[config.mk]
export PLATFORM = sky130hd
export DESIGN_NAME = avg_stream_engine
export DESIGN_NICKNAME = d
export VERILOG_FILES = /design/src/rtl/avg_pkg.sv /design/src/rtl/avg_cmp.sv /design/src/rtl/avg_pe.sv /design/src/rtl/avg_ctrl.sv /design/src/rtl/avg_stream_engine.sv
export SDC_FILE = /design/constraint.sdc
export NUM_CORES = 1
export LEC_CHECK = 0
export BUFFER_PORTS_ARGS = -buffer_cell sky130_fd_sc_hd__buf_2
export CELL_PAD_IN_SITES_DETAIL_PLACEMENT = 0
export CELL_PAD_IN_SITES_GLOBAL_PLACEMENT = 2
export CORE_MARGIN = 2
export CORE_UTILIZATION = 40
export CTS_CLUSTER_SIZE = 30
export DETAILED_ROUTE_END_ITERATION = 10
export PLACE_DENSITY_LB_ADDON = 0.1
export SLEW_MARGIN = 40
export SYNTH_ARGS = -nofsm -noshare
export SYNTH_HDL_FRONTEND = slang
export SYNTH_SLANG_ARGS = --single-unit
[constraint.sdc]
create_clock -name clk_i -period 7.9 [get_ports clk_i]
set_input_delay 0.79 -clock clk_i [delete_from_list [all_inputs] [get_ports clk_i]]
set_output_delay 0.79 -clock clk_i [all_outputs]
set_load 0.005 [all_outputs]
[src/rtl/avg_pkg.sv]
package avg_pkg;
  typedef enum logic [2:0] {
    ST_IDLE  = 3'd0,
    ST_CLEAR = 3'd1,
    ST_FETCH = 3'd2,
    ST_CALC  = 3'd3,
    ST_SHOW  = 3'd4
  } ctl_state_e;
endpackage

[src/rtl/avg_cmp.sv]
module avg_cmp #(
  parameter int ADDR_W    = 4,
  parameter int N_SAMPLES = 5
) (
  input  logic [ADDR_W-1:0] idx_i,
  output logic              lt_o
);
  localparam logic [ADDR_W-1:0] LIMIT = ADDR_W'(N_SAMPLES);
  assign lt_o = (idx_i < LIMIT);
endmodule

[src/rtl/avg_pe.sv]
module avg_pe #(
  parameter int SAMPLE_W = 16,
  parameter int ADDR_W   = 4,
  parameter int ACC_W    = 32
) (
  input  logic                clk_i,
  input  logic                rst_ni,
  input  logic                start_i,
  input  logic [SAMPLE_W-1:0] avg_i,
  input  logic [ADDR_W-1:0]   idx_i,
  input  logic [SAMPLE_W-1:0] sample_i,
  output logic                done_o,
  output logic [SAMPLE_W-1:0] quot_o
);
  localparam int CNT_W = $clog2(ACC_W);
  localparam logic [CNT_W-1:0] LAST = CNT_W'(ACC_W - 1);

  logic [ACC_W-1:0] numer, dvsr;
  logic             busy_q, done_q;
  logic [CNT_W-1:0] cnt_q;
  logic [ACC_W:0]   rem_q;
  logic [ACC_W-1:0] quo_q, dvs_q;
  logic [ACC_W:0]   rem_sh;
  logic [ACC_W+1:0] diff;
  logic             ge;

  assign numer  = ACC_W'(avg_i) * ACC_W'(idx_i) + ACC_W'(sample_i);
  assign dvsr   = ACC_W'(idx_i) + ACC_W'(1);
  assign rem_sh = {rem_q[ACC_W-1:0], quo_q[ACC_W-1]};
  assign diff   = {1'b0, rem_sh} - {2'b00, dvs_q};
  assign ge     = ~diff[ACC_W+1];

  always_ff @(posedge clk_i or negedge rst_ni) begin
    if (!rst_ni) begin
      busy_q <= 1'b0;
      done_q <= 1'b0;
      cnt_q  <= '0;
      rem_q  <= '0;
      quo_q  <= '0;
      dvs_q  <= '0;
    end else if (start_i) begin
      busy_q <= 1'b1;
      done_q <= 1'b0;
      cnt_q  <= '0;
      rem_q  <= '0;
      quo_q  <= numer;
      dvs_q  <= dvsr;
    end else if (busy_q) begin
      quo_q  <= {quo_q[ACC_W-2:0], ge};
      rem_q  <= ge ? diff[ACC_W:0] : rem_sh;
      cnt_q  <= cnt_q + CNT_W'(1);
      busy_q <= (cnt_q != LAST);
      done_q <= (cnt_q == LAST);
    end else begin
      done_q <= 1'b0;
    end
  end

  assign done_o = done_q;
  assign quot_o = quo_q[SAMPLE_W-1:0];

  // The truncated mean never exceeds the largest sample: upper bits stay clear
  assert_quot_fits_R8: assert property (@(posedge clk_i) disable iff (!rst_ni)
    done_q |-> (quo_q[ACC_W-1:SAMPLE_W] == '0));
  // The controller never relaunches a divide that is still running
  assert_no_relaunch_R7: assert property (@(posedge clk_i) disable iff (!rst_ni)
    start_i |-> !busy_q);
endmodule

[src/rtl/avg_ctrl.sv]
module avg_ctrl
  import avg_pkg::*;
(
  input  logic clk_i,
  input  logic rst_ni,
  input  logic start_i,
  input  logic idx_lt_i,
  input  logic div_done_i,
  output logic clr_o,
  output logic rd_o,
  output logic div_start_o,
  output logic la_o,
  output logic li_o,
  output logic show_o
);
  ctl_state_e state_q, state_d;

  always_comb begin
    state_d     = state_q;
    clr_o       = 1'b0;
    rd_o        = 1'b0;
    div_start_o = 1'b0;
    la_o        = 1'b0;
    li_o        = 1'b0;
    show_o      = 1'b0;
    unique case (state_q)
      ST_IDLE:  if (start_i) state_d = ST_CLEAR;
      ST_CLEAR: begin
        clr_o   = 1'b1;
        state_d = ST_FETCH;
      end
      ST_FETCH: begin
        if (idx_lt_i) begin
          rd_o        = 1'b1;
          div_start_o = 1'b1;
          state_d     = ST_CALC;
        end else begin
          state_d = ST_SHOW;
        end
      end
      ST_CALC: begin
        if (div_done_i) begin
          la_o    = 1'b1;
          li_o    = 1'b1;
          state_d = ST_FETCH;
        end
      end
      ST_SHOW: begin
        show_o = 1'b1;
        if (start_i) state_d = ST_CLEAR;
      end
      default: state_d = ST_IDLE;
    endcase
  end

  always_ff @(posedge clk_i or negedge rst_ni) begin
    if (!rst_ni) state_q <= ST_IDLE;
    else         state_q <= state_d;
  end

  // A start during fetch or divide must not send the sequence back to clear
  assert_busy_start_ignored_R7: assert property (@(posedge clk_i) disable iff (!rst_ni)
    (start_i && (state_q == ST_FETCH || state_q == ST_CALC)) |=> (state_q != ST_CLEAR));
endmodule

[src/rtl/avg_stream_engine.sv]
module avg_stream_engine #(
  parameter int SAMPLE_W  = 16,
  parameter int ADDR_W    = 4,
  parameter int ACC_W     = 32,
  parameter int N_SAMPLES = 5
) (
  input  logic                clk_i,
  input  logic                rst_ni,
  input  logic                start_i,
  output logic                rd_o,
  output logic [ADDR_W-1:0]   addr_o,
  input  logic [SAMPLE_W-1:0] sample_i,
  output logic [SAMPLE_W-1:0] avg_o,
  output logic                avg_vld_o,
  output logic                done_o
);
  localparam logic [ADDR_W-1:0] IDX_MAX = ADDR_W'(N_SAMPLES);

  logic                clr, rd, div_start, la, li, show, idx_lt, div_done;
  logic [SAMPLE_W-1:0] avg_q, quot;
  logic [ADDR_W-1:0]   idx_q;

  avg_ctrl u_ctrl (
    .clk_i      (clk_i),
    .rst_ni     (rst_ni),
    .start_i    (start_i),
    .idx_lt_i   (idx_lt),
    .div_done_i (div_done),
    .clr_o      (clr),
    .rd_o       (rd),
    .div_start_o(div_start),
    .la_o       (la),
    .li_o       (li),
    .show_o     (show)
  );

  avg_cmp #(.ADDR_W(ADDR_W), .N_SAMPLES(N_SAMPLES)) u_cmp (
    .idx_i(idx_q),
    .lt_o (idx_lt)
  );

  avg_pe #(.SAMPLE_W(SAMPLE_W), .ADDR_W(ADDR_W), .ACC_W(ACC_W)) u_pe (
    .clk_i   (clk_i),
    .rst_ni  (rst_ni),
    .start_i (div_start),
    .avg_i   (avg_q),
    .idx_i   (idx_q),
    .sample_i(sample_i),
    .done_o  (div_done),
    .quot_o  (quot)
  );

  always_ff @(posedge clk_i or negedge rst_ni) begin
    if (!rst_ni)  avg_q <= '0;
    else if (clr) avg_q <= '0;
    else if (la)  avg_q <= quot;
  end

  always_ff @(posedge clk_i or negedge rst_ni) begin
    if (!rst_ni)  idx_q <= '0;
    else if (clr) idx_q <= '0;
    else if (li)  idx_q <= idx_q + ADDR_W'(1);
  end

  assign rd_o      = rd;
  assign addr_o    = idx_q;
  assign avg_o     = show ? avg_q : '0;
  assign avg_vld_o = show;
  assign done_o    = show;

  assert_clear_zeroes_R1: assert property (@(posedge clk_i) disable iff (!rst_ni)
    clr |=> (avg_q == '0 && idx_q == '0));
  assert_index_bound_R3: assert property (@(posedge clk_i) disable iff (!rst_ni)
    idx_q <= IDX_MAX);
  assert_avg_loads_on_divide_R2: assert property (@(posedge clk_i) disable iff (!rst_ni)
    la |-> div_done);
  assert_result_held_R6: assert property (@(posedge clk_i) disable iff (!rst_ni)
    (show && !start_i) |=> (show && $stable(avg_q)));
endmodule

==> results.py, run 1 <==
metrics = {
    "synth": {
        "synth_cells": 843,
        "synth_top_family_by_area": "simple AND/OR/NAND/NOR gates",
        "multiplexer_fraction_of_the_synthesized_cell_area": 0.0425,
        "synth_fp_nets": 946,
        "synth_xor_xnor_area_share": 0.0536,
        "synth_largest_area_cell": "sky130_fd_sc_hd__dfrtp_1",
        "ys_seq_elements": 99,
        "synth_adder_area_share": 0.184,
        "synth_simple_gate_area_frac": 0.198,
        "synthesis.area_per_instance_um2": 8.91,
        "synth.top_cells.by_area": "sky130_fd_sc_hd__dfrtp_1 33%, sky130_fd_sc_hd__fa_1 12%, sky130_fd_sc_hd__ha_1 6.7%",
        "yosysTopAreaCellShare": 0.330,
        "synth-edff-count": 0,
        "post_synth_num_cell_types": 49,
        "ys_seq_area_frac": 0.330,
        "synthesis.yosys.warnings": 0,
        "fraction_of_the_mapped_netlist_area_in_compound_gates": 0.124,
        "mapped_area_um2": 7510,
        "ys_dominant_reg_cell": "sky130_fd_sc_hd__dfrtp_1",
        "synthArstFlopShare": 1.00,
    },
    "finish": {
        "finish.cell_count_without_fillers": 1098,
        "fillCellCount": 1857,
        "mostFrequentLayoutCell": "sky130_fd_sc_hd__dfrtp_1",
        "multiInputGateArea_um2": 4530,
        "synthToLayoutAreaGrowth_pct": 9.40,
        "layout_cells_sized_above_1": 0.0961,
        "regArea_um2": 2480,
        "finish.net_count": 964,
        "insertedDiodeCount": 0,
        "mostFrequentLayoutCells": "95 x sky130_fd_sc_hd__dfrtp_1, 88 x sky130_fd_sc_hd__inv_1, 82 x sky130_fd_sc_hd__nand2_1",
    },
    "sta": {
        "period_needed_ns": 4.89,
        "rsz0062_at_grt": "no",
        "clock_skew_ns": 0.00773,
        "maxClockFrequency_mhz": 205,
        "timing.max_slew.rel_slack": 0.467,
        "report.final.slew_viol_count": 0,
        "setup_tns_ns": 0,
        "worst_pin_slew_ns": 0.799,
        "layout_worst_path_cycle_share": 0.619,
        "setup_viol_count_final": 0,
        "hold_viol_final": 0,
    },
    "cts": {
        "h-tree-depth": 3,
        "post_cts_hold_buffer_count": 0,
        "clk_transition_reported_paths_ns": 0.07,
        "tritoncts": "yes",
        "clock_tree.root_cell": "sky130_fd_sc_hd__clkbuf_16",
        "clockBufferDepth": 2,
        "cts_buffers": 9,
        "post_cts.repair.setup_buffers": 0,
        "cts_repair_resize_count": 0,
        "clock_sinks": 99,
        "clk_latency_ns": 0.35,
    },
    "run_status": {
        "status": "complete, no violations",
    },
    "detailed_routing": {
        "detailroute.wirelength.met3_um": 214,
        "drt_pass1_iterations": 5,
        "via_to_cell_ratio": 5.14,
        "detail_route.drc_violations": 0,
        "maxUsedRoutingLayer": "met4",
        "m1WireLength_um": 8060,
        "drtIter0Drc": 220,
        "via_count": 5648,
        "antenna_nets_post_route": 0,
        "wl_per_cell_um": 15.5,
        "met2_wl_post_dr_um": 8480,
        "totalWireLength_um": 17000,
    },
    "setup_path": {
        "reg2reg_to": "u_pe.quo_q[18]$_DFFE_PN0P_",
        "worstSetupEndpointType": "flip-flop",
        "cp_startpoint": "addr_o[1]$_DFFE_PN0P_",
        "critical_path.endpoint": "u_pe.quo_q[18]$_DFFE_PN0P_",
        "critPathRequiredTime_ns": 8.10,
        "ff2ff_path_depth": 14,
        "flop_to_flop_setup_slack_ns": 3.01,
        "worst_r2r_startpoint": "addr_o[1]$_DFFE_PN0P_",
        "worstPathArrival_ns": 5.09,
        "worst-setup-path-type": "reg2reg",
        "timing.critical_path.from_type": "flip-flop",
        "crit_path_max_fanout": 21,
    },
    "floorplanning": {
        "die-width_um": 141,
        "io_pins": 42,
        "core_region_area_um2": 18600,
        "std_cell_rows": 50,
        "chipHeight_um": 141,
        "floorplan.die_area_um2": 19900,
        "floorplan.initialDensity": 0.404,
    },
    "power": {
        "vdd_drop_max_mv": 0.130,
        "power_per_cell_area_nw_per_um2": 318,
        "leakagePower_nw": 3.92,
    },
    "placement": {
        "io_buffer_count": 41,
        "gpl.final_weighted_congestion": 0.772,
        "dp_hpwl_um": 12100,
        "post-place-cells": 1084,
    },
    "global_routing": {
        "grt_max_degree": 69,
        "grt_util_all_layers": 0.185,
        "overflow_after_grt": 0,
        "grt_pass1_vias": 5880,
        "first_pass_grt_wire_length_um": 29700,
        "antenna_found_initial": 0,
    },
    "flow_run": {
        "maxCapViolations": 0,
    },
    "hold_path": {
        "classification_of_the_worst_slack_hold_path": "in2async",
    },
}
layer usage:
| metal | vias to the layer above | global-route usage |
|---|---|---|
| li1 | 2829 | - |
| met1 | 2768 | 0.242 |
| met2 | 35 | 0.327 |
| met3 | 16 | 0.0173 |
| met4 | 0 | 0.0558 |
| met5 | - | 0 |
power by group:
part           internal, W  switching [W]  total, W
Clock             0.000283       0.000189  0.000472
Combinational     0.000514       0.000646   0.00116
Sequential        0.000716       0.000265  0.000982
worst min-delay path by stage:
| stage | slack (ns) | endpoint |
|---|---|---|
| 6_report | 0.37 | u_pe.rem_q[19]$_DFFE_PN0P_ |
| 2_1_floorplan | 0.42 | u_ctrl.state_q[1]$_DFFE_PN0P_ |
| 3_5_place_dp | 0.45 | u_ctrl.state_q[1]$_DFFE_PN0P_ |
| 3_3_place_gp | 0.46 | u_ctrl.state_q[1]$_DFFE_PN0P_ |
| 4_1_cts | 0.38 | u_pe.rem_q[19]$_DFFE_PN0P_ |
| 5_1_grt | 0.40 | u_pe.rem_q[19]$_DFFE_PN0P_ |
state kept, by name, indices dropped and copies added (netlist names):
signal	flops
addr_o	4
avg_q	16
u_ctrl.state_q	3
u_pe.busy_q	1
u_pe.cnt_q	5
u_pe.done_o	1
u_pe.dvs_q	5
u_pe.quo_q	32
u_pe.rem_q	32
critical path: stages, from the launching register on:
cell and delay, ns:
sky130_fd_sc_hd__dfrtp_1 0.82, sky130_fd_sc_hd__and2_1 0.24, sky130_fd_sc_hd__fa_1 0.44, sky130_fd_sc_hd__fa_1 0.55, sky130_fd_sc_hd__inv_1 0.05, sky130_fd_sc_hd__fa_1 0.50, sky130_fd_sc_hd__inv_1 0.04, sky130_fd_sc_hd__ha_1 0.32
sky130_fd_sc_hd__o21ai_0 0.16, sky130_fd_sc_hd__o21ai_0 0.35, sky130_fd_sc_hd__nand3_1 0.14, sky130_fd_sc_hd__a21boi_0 0.59, sky130_fd_sc_hd__a221o_1 0.33, sky130_fd_sc_hd__xnor2_1 0.13, sky130_fd_sc_hd__a21oi_1 0.09
through the flow:
stage	util	cell area [µm²]	worst slack, ns	total power, W	hold slack [ns]
final	0.442	8220	3.01	0.00261	0.369
after global placement	0.424	7880	3.09	0.00213	0.456
after detailed placement	0.425	7890	2.92	0.00216	0.451
after floorplan	-	7510	3.60	0.00184	0.422
after CTS	0.442	8210	2.89	0.00265	0.382
after global routing	0.442	8220	2.66	0.00288	0.397
logic make-up (layout without fill, tap and decap cells):
kind of cell / Yosys count / after routing
buffers and inverters: 129 / 150
xor gates and xnor gates: 46 / 46
and+or+nand+nor: 289 / 289
AOI/OAI and AO/OA: 165 / 165
adders and majority gates: 84 / 84
DFF: 99 / 99
muxes: 31 / 31
cells in the mapped netlist (4+ instances only):
master                     count
sky130_fd_sc_hd__nand3_1      25
sky130_fd_sc_hd__and3_1        4
sky130_fd_sc_hd__buf_1         4
sky130_fd_sc_hd__nor2b_1      11
sky130_fd_sc_hd__xnor2_1      22
sky130_fd_sc_hd__and2_1       71
sky130_fd_sc_hd__clkbuf_1     30
sky130_fd_sc_hd__nand4_1       5
sky130_fd_sc_hd__nor2_1       39
sky130_fd_sc_hd__inv_1        88
sky130_fd_sc_hd__nand2b_1      9
sky130_fd_sc_hd__a211oi_1      8
sky130_fd_sc_hd__xor2_1       24
sky130_fd_sc_hd__mux2i_1      24
sky130_fd_sc_hd__dfrtp_1      99
sky130_fd_sc_hd__ha_1         40
sky130_fd_sc_hd__nor4_1       12
sky130_fd_sc_hd__o22ai_1       7
sky130_fd_sc_hd__a21oi_1      51
sky130_fd_sc_hd__nor3_1       15
sky130_fd_sc_hd__a31oi_1       4
sky130_fd_sc_hd__mux2_2        7
sky130_fd_sc_hd__a21o_1       10
sky130_fd_sc_hd__fa_1         44
sky130_fd_sc_hd__o21ai_0      69
sky130_fd_sc_hd__nand2_1      82
sky130_fd_sc_hd__o21bai_1      4
cell type report:
class / count / share of cell area
sequential: 99 / 0.302
multi-input combinational: 615 / 0.552
timing repair buffer: 47 / 0.0312
tap: 234 / 0.0356
inverter: 89 / 0.0407
clock buffer: 10 / 0.0291
clock inverter: 4 / 0.00929
Power figures use the tool's default switching activity.
==> run 2: changes to the inputs <==
--- a/config.mk
+++ b/config.mk
@@ -9,7 +9,7 @@
 export CELL_PAD_IN_SITES_DETAIL_PLACEMENT = 0
 export CELL_PAD_IN_SITES_GLOBAL_PLACEMENT = 2
 export CORE_MARGIN = 2
-export CORE_UTILIZATION = 40
+export CORE_UTILIZATION = 39
 export CTS_CLUSTER_SIZE = 30
 export DETAILED_ROUTE_END_ITERATION = 10
 export PLACE_DENSITY_LB_ADDON = 0.1
==> constraint.sdc (replaced) <==
create_clock -name clk_i -period 5.1 [get_ports clk_i]
set_input_delay 0.51 -clock clk_i [delete_from_list [all_inputs] [get_ports clk_i]]
set_output_delay 0.51 -clock clk_i [all_outputs]
set_load 0.005 [all_outputs]
==> run 2 against run 1 <==
Sequential share of layout area is 0.33 points lower. Final cell count is 2.8% higher. Non-clock buffer count is 3 higher. Critical path type unchanged. Sequential cell count stayed put. Via count is 2.0% higher. Critical path depth is 1 higher. Sequential power is 53% higher. Largest cell class unchanged. Worst hold slack worse by 0.21 ns.
==> results.py, run 2 (synthesized netlist as in run 1, its figures left out) <==
metrics = {
    "setup_path": {
        "worstSetupEndpointType": "flip-flop",
        "crit_path_top_delay_cell": "sky130_fd_sc_hd__dfrtp_1",
        "critPathRequiredTime_ns": 5.30,
        "cp_num_buf_inv": 3,
        "worst_path_dominant_cell_family": "adder cells",
        "crit_path_max_incr_delay_ns": 0.80,
        "worstPathArrival_ns": 4.95,
        "timing.critical_path.from_type": "flip-flop",
        "crit_path_cell_trace": "and2_1, fa_1, fa_1, inv_1, fa_1, inv_1, ha_1, a21oi_1, a21oi_1, a211oi_1, a21boi_0, buf_4, a221o_1, xnor2_1, a21oi_1",
        "crit_path_max_fanout": 20,
        "worst-setup-path-type": "reg2reg",
    },
    "floorplanning": {
        "floorplan.initialDensity": 0.399,
        "floorplan.die_area_um2": 20400,
        "chipHeight_um": 143,
        "die-width_um": 143,
        "core_region_area_um2": 18800,
        "std_cell_rows": 50,
        "io_pins": 42,
    },
    "detailed_routing": {
        "drtIter0Drc": 270,
        "totalWireLength_um": 17500,
        "detail_route.drc_violations": 0,
        "via_count": 5759,
        "wl_per_cell_um": 15.5,
        "drt_pass1_iterations": 5,
        "via_to_cell_ratio": 5.10,
        "antenna_nets_post_route": 0,
    },
    "global_routing": {
        "grt_pass1_vias": 6048,
        "grt_util_all_layers": 0.187,
        "grt_max_degree": 67,
        "overflow_after_grt": 0,
        "first_pass_grt_wire_length_um": 30400,
        "antenna_found_initial": 0,
    },
    "sta": {
        "timing.max_slew.rel_slack": 0.515,
        "clock_skew_ns": 0.0156,
        "setup_tns_ns": 0,
        "layout_worst_path_cycle_share": 0.932,
        "final.hold.worst_slack_ns": 0.164,
        "report.final.slew_viol_count": 0,
        "rsz0062_at_grt": "no",
        "hold_viol_final": 0,
        "setup_viol_count_final": 0,
        "worst_pin_slew_ns": 0.725,
        "maxClockFrequency_mhz": 210,
        "period_needed_ns": 4.75,
    },
    "finish": {
        "regArea_um2": 2480,
        "synthToLayoutAreaGrowth_pct": 10.5,
        "largest_registers": "u_pe.quo_q x32, u_pe.rem_q x32, avg_q x16",
        "mostFrequentLayoutCell": "sky130_fd_sc_hd__dfrtp_1",
        "layout_cells_sized_above_1": 0.100,
        "finish.net_count": 967,
        "multiInputGateArea_um2": 4530,
        "non_filler_cell_area_final_um2": 8300,
        "insertedDiodeCount": 0,
        "fillCellCount": 1885,
        "mostFrequentLayoutCells": "96 x sky130_fd_sc_hd__dfrtp_1, 88 x sky130_fd_sc_hd__inv_1, 82 x sky130_fd_sc_hd__nand2_1",
    },
    "hold_path": {
        "classification_of_the_worst_slack_hold_path": "in2async",
    },
    "cts": {
        "clockBufferDepth": 2,
        "clk_transition_reported_paths_ns": 0.07,
        "post_cts.repair.setup_buffers": 0,
        "h-tree-depth": 3,
        "clk_latency_ns": 0.35,
        "cts_buffers": 9,
        "clock_sinks": 99,
        "clock_tree.root_cell": "sky130_fd_sc_hd__clkbuf_16",
        "tritoncts": "yes",
    },
    "placement": {
        "gpl.final_weighted_congestion": 0.795,
        "io_buffer_count": 41,
        "dp_hpwl_um": 12500,
        "place_area_um2": 7980,
    },
    "power": {
        "power_per_cell_area_nw_per_um2": 494,
        "vdd_drop_max_mv": 0.189,
        "leakagePower_nw": 3.96,
    },
    "flow_run": {
        "maxCapViolations": 0,
    },
    "run_status": {
        "status": "complete, no violations",
    },
}
run 2: layout make-up:
type,count,share of cell area
Inverter,89,0.0402
Multi-Input combinational cell,615,0.546
Timing Repair Buffer,50,0.0366
Tap cell,260,0.0392
Clock inverter,4,0.00663
Sequential cell,99,0.299
Clock buffer,12,0.0321
run 2: per-layer routing:
layer / vias up / global-route usage / share of wire / routed length [µm]
li1: 2847 / - / - / -
met3: 12 / 0.0248 / 0.021 / 370
met1: 2829 / 0.258 / 0.50 / 8730
met4: 0 / 0.0505 / 0.0096 / 167
met5: - / 0 / 0 / 0
met2: 71 / 0.309 / 0.47 / 8220
run 2: where the power goes:
| part | switching [W] | internal, W | total (W) |
|---|---|---|---|
| sequential | 0.000393 | 0.00111 | 0.00150 |
| clock | 0.000310 | 0.000424 | 0.000734 |
| combinational | 0.00104 | 0.000829 | 0.00187 |
| total | 0.00174 | 0.00236 | 0.00410 |
run 2: timing repair:
action	CTS	global route
setup endpoints to repair	0	1
hold buffers	0	0
resized for setup	0	1
run 2: path summary, 6_finish.rpt:
kind | start | end | slack (ns) | cells after the start
setup / recovery | addr_o[3]$_DFFE_PN0P_ | u_pe.quo_q[18]$_DFFE_PN0P_ | 0.35 | 15
hold / removal | rst_ni | u_pe.rem_q[8]$_DFFE_PN0P_ | 0.16 | 1
setup reg to reg | addr_o[3]$_DFFE_PN0P_ | u_pe.quo_q[18]$_DFFE_PN0P_ | 0.35 | 15
hold reg to reg | u_ctrl.state_q[2]$_DFFE_PN0P_ | u_ctrl.state_q[1]$_DFFE_PN0P_ | 0.46 | 1
max in group asynchronous | rst_ni | avg_q[8]$_DFFE_PN0P_ | 4.00 | 2
min in group clk_i | u_ctrl.state_q[2]$_DFFE_PN0P_ | u_ctrl.state_q[1]$_DFFE_PN0P_ | 0.46 | 1
run 2: stage by stage:
stage               std cells  setup slack [ns]   util  power (W)
finish                   1129             0.346  0.441    0.00410
global route             1129            0.0309  0.441    0.00453
CTS                      1129             0.347  0.441    0.00416
detailed placement       1113             0.374  0.424    0.00339
global placement         1111             0.488  0.421    0.00332
floorplan                 843             0.800      -    0.00285
==> run 3: changes to the inputs <==
--- a/config.mk
+++ b/config.mk
@@ -9,11 +9,14 @@
 export CELL_PAD_IN_SITES_DETAIL_PLACEMENT = 0
 export CELL_PAD_IN_SITES_GLOBAL_PLACEMENT = 2
 export CORE_MARGIN = 2
-export CORE_UTILIZATION = 39
+export CORE_UTILIZATION = 40
+export CTS_CLUSTER_DIAMETER = 150
 export CTS_CLUSTER_SIZE = 30
 export DETAILED_ROUTE_END_ITERATION = 10
+export GPL_ROUTABILITY_DRIVEN = 0
 export PLACE_DENSITY_LB_ADDON = 0.1
 export SLEW_MARGIN = 40
 export SYNTH_ARGS = -nofsm -noshare
 export SYNTH_HDL_FRONTEND = slang
+export SYNTH_HIERARCHICAL = 1
 export SYNTH_SLANG_ARGS = --single-unit
==> run 3 against run 2 <==
Synthesized cell count up 3.1%. Worst setup slack worse by 0.049 ns. Clock skew decreased by 0.0079 ns. Count of clock-buffer cells in the layout down 2. Final cell count grew 0.89%. Clock power about the same. Combinational power is 21% lower. Die area increased by 3.8%. Fmax down 1.0%. Highest routed layer unchanged.
==> results.py, run 3 <==
metrics = {
    "sta": {
        "setup_viol_count_final": 0,
        "rsz0062_at_grt": "no",
        "report.final.slew_viol_count": 0,
        "period_needed_ns": 4.80,
        "hold_viol_final": 0,
        "layout_worst_path_cycle_share": 0.942,
        "worst_pin_slew_ns": 0.783,
        "postLayoutSetupSlackWorst_ns": 0.297,
        "timing.max_slew.rel_slack": 0.473,
        "clock_skew_ns": 0.00763,
        "maxClockFrequency_mhz": 208,
        "setup_tns_ns": 0,
    },
    "cts": {
        "clk_transition_reported_paths_ns": 0.07,
        "tritoncts": "yes",
        "clock_sinks": 99,
        "cts_repair_resize_count": 0,
        "post_cts_hold_buffer_count": 0,
        "clk_latency_ns": 0.36,
        "h-tree-depth": 3,
        "post_cts.repair.setup_buffers": 0,
        "cts_buffers": 9,
        "clockBufferDepth": 2,
        "clock_tree.root_cell": "sky130_fd_sc_hd__clkbuf_16",
    },
    "power": {
        "internal_power_w": 0.00217,
        "power.net_switching_w": 0.00155,
        "vdd_drop_max_mv": 0.215,
        "p_comb_frac": 0.395,
        "netSwitchingFraction": 0.416,
        "leakagePower_nw": 4.18,
        "power_per_cell_area_nw_per_um2": 429,
        "power_frac_clock": 0.197,
        "sequentialPowerShare": 0.408,
    },
    "floorplanning": {
        "std_cell_rows": 51,
        "floorplan.die_area_um2": 21100,
        "chipHeight_um": 145,
        "floorplan.initialDensity": 0.410,
        "core_region_area_um2": 19500,
        "io_pins": 42,
        "die-width_um": 145,
    },
    "detailed_routing": {
        "antenna_nets_post_route": 0,
        "detail_route.drc_violations": 0,
        "drt_pass1_iterations": 5,
        "wl_per_cell_um": 16.6,
        "totalWireLength_um": 18900,
        "drtIter0Drc": 343,
        "via_count": 6056,
        "via_to_cell_ratio": 5.32,
    },
    "synth": {
        "synthesis.yosys.warnings": 6,
        "synth_cells": 869,
        "synth_fp_nets": 972,
        "synth_adder_area_share": 0.173,
        "ys_dominant_reg_cell": "sky130_fd_sc_hd__dfrtp_1",
        "fraction_of_the_mapped_netlist_area_in_compound_gates": 0.126,
        "multiplexer_fraction_of_the_synthesized_cell_area": 0.0715,
        "synth-edff-count": 0,
        "ys_seq_area_frac": 0.310,
        "synthesis.area_per_instance_um2": 9.21,
        "synth_xor_xnor_area_share": 0.0372,
        "synth.most_common_cell": "sky130_fd_sc_hd__dfrtp_1",
        "synth_top_family_by_area": "simple AND/OR/NAND/NOR gates",
        "post_synth_num_cell_types": 65,
        "ys_seq_elements": 99,
        "synth.top_cells.by_area": "sky130_fd_sc_hd__dfrtp_1 31%, sky130_fd_sc_hd__fa_1 11%, sky130_fd_sc_hd__mux2i_1 7.0%",
        "synthTopCellsByCount": "99 x sky130_fd_sc_hd__dfrtp_1, 89 x sky130_fd_sc_hd__nor2_1, 86 x sky130_fd_sc_hd__inv_1, 72 x sky130_fd_sc_hd__and2_1, 56 x sky130_fd_sc_hd__mux2i_1",
        "synth_largest_area_cell": "sky130_fd_sc_hd__dfrtp_1",
        "yosysTopAreaCellShare": 0.310,
        "mapped_area_um2": 8000,
        "synth_simple_gate_area_frac": 0.203,
        "synthArstFlopShare": 1.00,
    },
    "finish": {
        "synthToLayoutAreaGrowth_pct": 8.37,
        "fillCellCount": 1991,
        "layout_cells_sized_above_1": 0.0995,
        "mostFrequentLayoutCells": "95 x sky130_fd_sc_hd__dfrtp_1, 89 x sky130_fd_sc_hd__nor2_1, 86 x sky130_fd_sc_hd__inv_1",
        "largest_registers": "u_pe/quo_q x32, u_pe/rem_q x32, avg_q x16",
        "mostFrequentLayoutCell": "sky130_fd_sc_hd__dfrtp_1",
        "finish.net_count": 972,
        "insertedDiodeCount": 0,
        "utilization": 0.444,
    },
    "setup_path": {
        "worstPathArrival_ns": 5.05,
        "crit_path_max_fanout": 22,
        "timing.critical_path.from_type": "flip-flop",
        "worstSetupEndpointType": "flip-flop",
        "critPathRequiredTime_ns": 5.35,
        "worst-setup-path-type": "reg2reg",
    },
    "global_routing": {
        "first_pass_grt_wire_length_um": 32700,
        "grt_util_all_layers": 0.190,
        "antenna_found_initial": 0,
        "grt_max_degree": 55,
        "overflow_after_grt": 0,
        "grt_pass1_vias": 6236,
    },
    "run_status": {
        "status": "complete, no violations",
    },
    "placement": {
        "dp_hpwl_um": 13700,
        "place_ws_ns": 0.350,
        "io_buffer_count": 41,
    },
    "hold_path": {
        "classification_of_the_worst_slack_hold_path": "in2async",
    },
    "flow_run": {
        "maxCapViolations": 0,
    },
}
==> run 3: worst max-delay path, stage by stage, from the launching register on <==
cell and delay, ns:
sky130_fd_sc_hd__dfrtp_1 0.79, sky130_fd_sc_hd__nand2_1 0.17, sky130_fd_sc_hd__fa_1 0.55, sky130_fd_sc_hd__fa_1 0.53, sky130_fd_sc_hd__fa_1 0.52, sky130_fd_sc_hd__inv_1 0.04
sky130_fd_sc_hd__ha_1 0.35, sky130_fd_sc_hd__a211oi_1 0.40, sky130_fd_sc_hd__o21ai_0 0.33, sky130_fd_sc_hd__nand4_1 0.22, sky130_fd_sc_hd__a211oi_1 0.11, sky130_fd_sc_hd__or4_1 0.42
sky130_fd_sc_hd__a31o_2 0.26
==> run 3: area by class of cell <==
cell class	instances	area, µm²	area share
multi-input cells	623	4910	0.566
clock inverters	6	72.6	0.00837
clock buffers	10	239	0.0276
inverters	86	323	0.0372
flip-flops and latches	99	2480	0.287
repair buffers	50	313	0.0361
well taps	265	332	0.0382
==> run 3: logic make-up (layout without fill, tap and decap cells) <==
family	count (synthesis)	in the layout
AND/OR/NAND/NOR	300	300
adder cells (fa/ha/maj)	84	84
multiplexers	57	57
buffers and inverters	147	152
flip-flops	99	99
AO/OA/AOI/OAI	148	148
XOR/XNOR	34	34
==> run 3: final timing paths <==
kind | slack, ns | start | cells after the start | to
max | 0.30 | addr_o[3]$_DFFE_PN0P_ | 12 | u_pe/quo_q[19]$_DFFE_PN0P_
min | 0.16 | rst_ni | 1 | u_pe/rem_q[9]$_DFFE_PN0P_
max reg2reg | 0.30 | addr_o[3]$_DFFE_PN0P_ | 12 | u_pe/quo_q[19]$_DFFE_PN0P_
min reg2reg | 0.53 | u_pe/quo_q[22]$_DFFE_PN0P_ | 2 | u_pe/quo_q[23]$_DFFE_PN0P_
max in group asynchronous | 3.72 | rst_ni | 2 | u_pe/busy_q$_DFF_PN0_
min in group clk_i | 0.39 | start_i | 2 | u_ctrl/state_q[0]$_DFFE_PN0P_
==> run 3: per-layer routing <==
metal | global-route usage | share of wire | up-vias
met2 | 0.309 | 0.47 | 75
li1 | - | - | 2973
met5 | 0 | 0 | -
met1 | 0.263 | 0.49 | 2989
met3 | 0.0276 | 0.025 | 19
met4 | 0.0613 | 0.015 | 0
==> run 3: power groups by stage <==
| stage | combinational (W) | clock [W] | sequential [W] |
|---|---|---|---|
| after global routing | 0.00168 | 0.000801 | 0.00158 |
| after floorplan | 0.00127 | 0 | 0.00136 |
| after global placement | 0.00135 | 0 | 0.00158 |
| final | 0.00147 | 0.000731 | 0.00152 |
| after CTS | 0.00148 | 0.000758 | 0.00152 |
| after detailed placement | 0.00147 | 0 | 0.00153 |
==> run 3: metrics by stage <==
step | std cells | power, W | cell area, µm² | hold WS (ns)
2_1_floorplan | 869 | 0.00263 | 8000 | 0.214
3_3_place_gp | 1120 | 0.00293 | 8280 | 0.505
3_5_place_dp | 1123 | 0.00300 | 8350 | 0.514
4_1_cts | 1139 | 0.00376 | 8660 | 0.180
5_1_grt | 1139 | 0.00405 | 8670 | 0.204
6_report | 1139 | 0.00372 | 8670 | 0.164
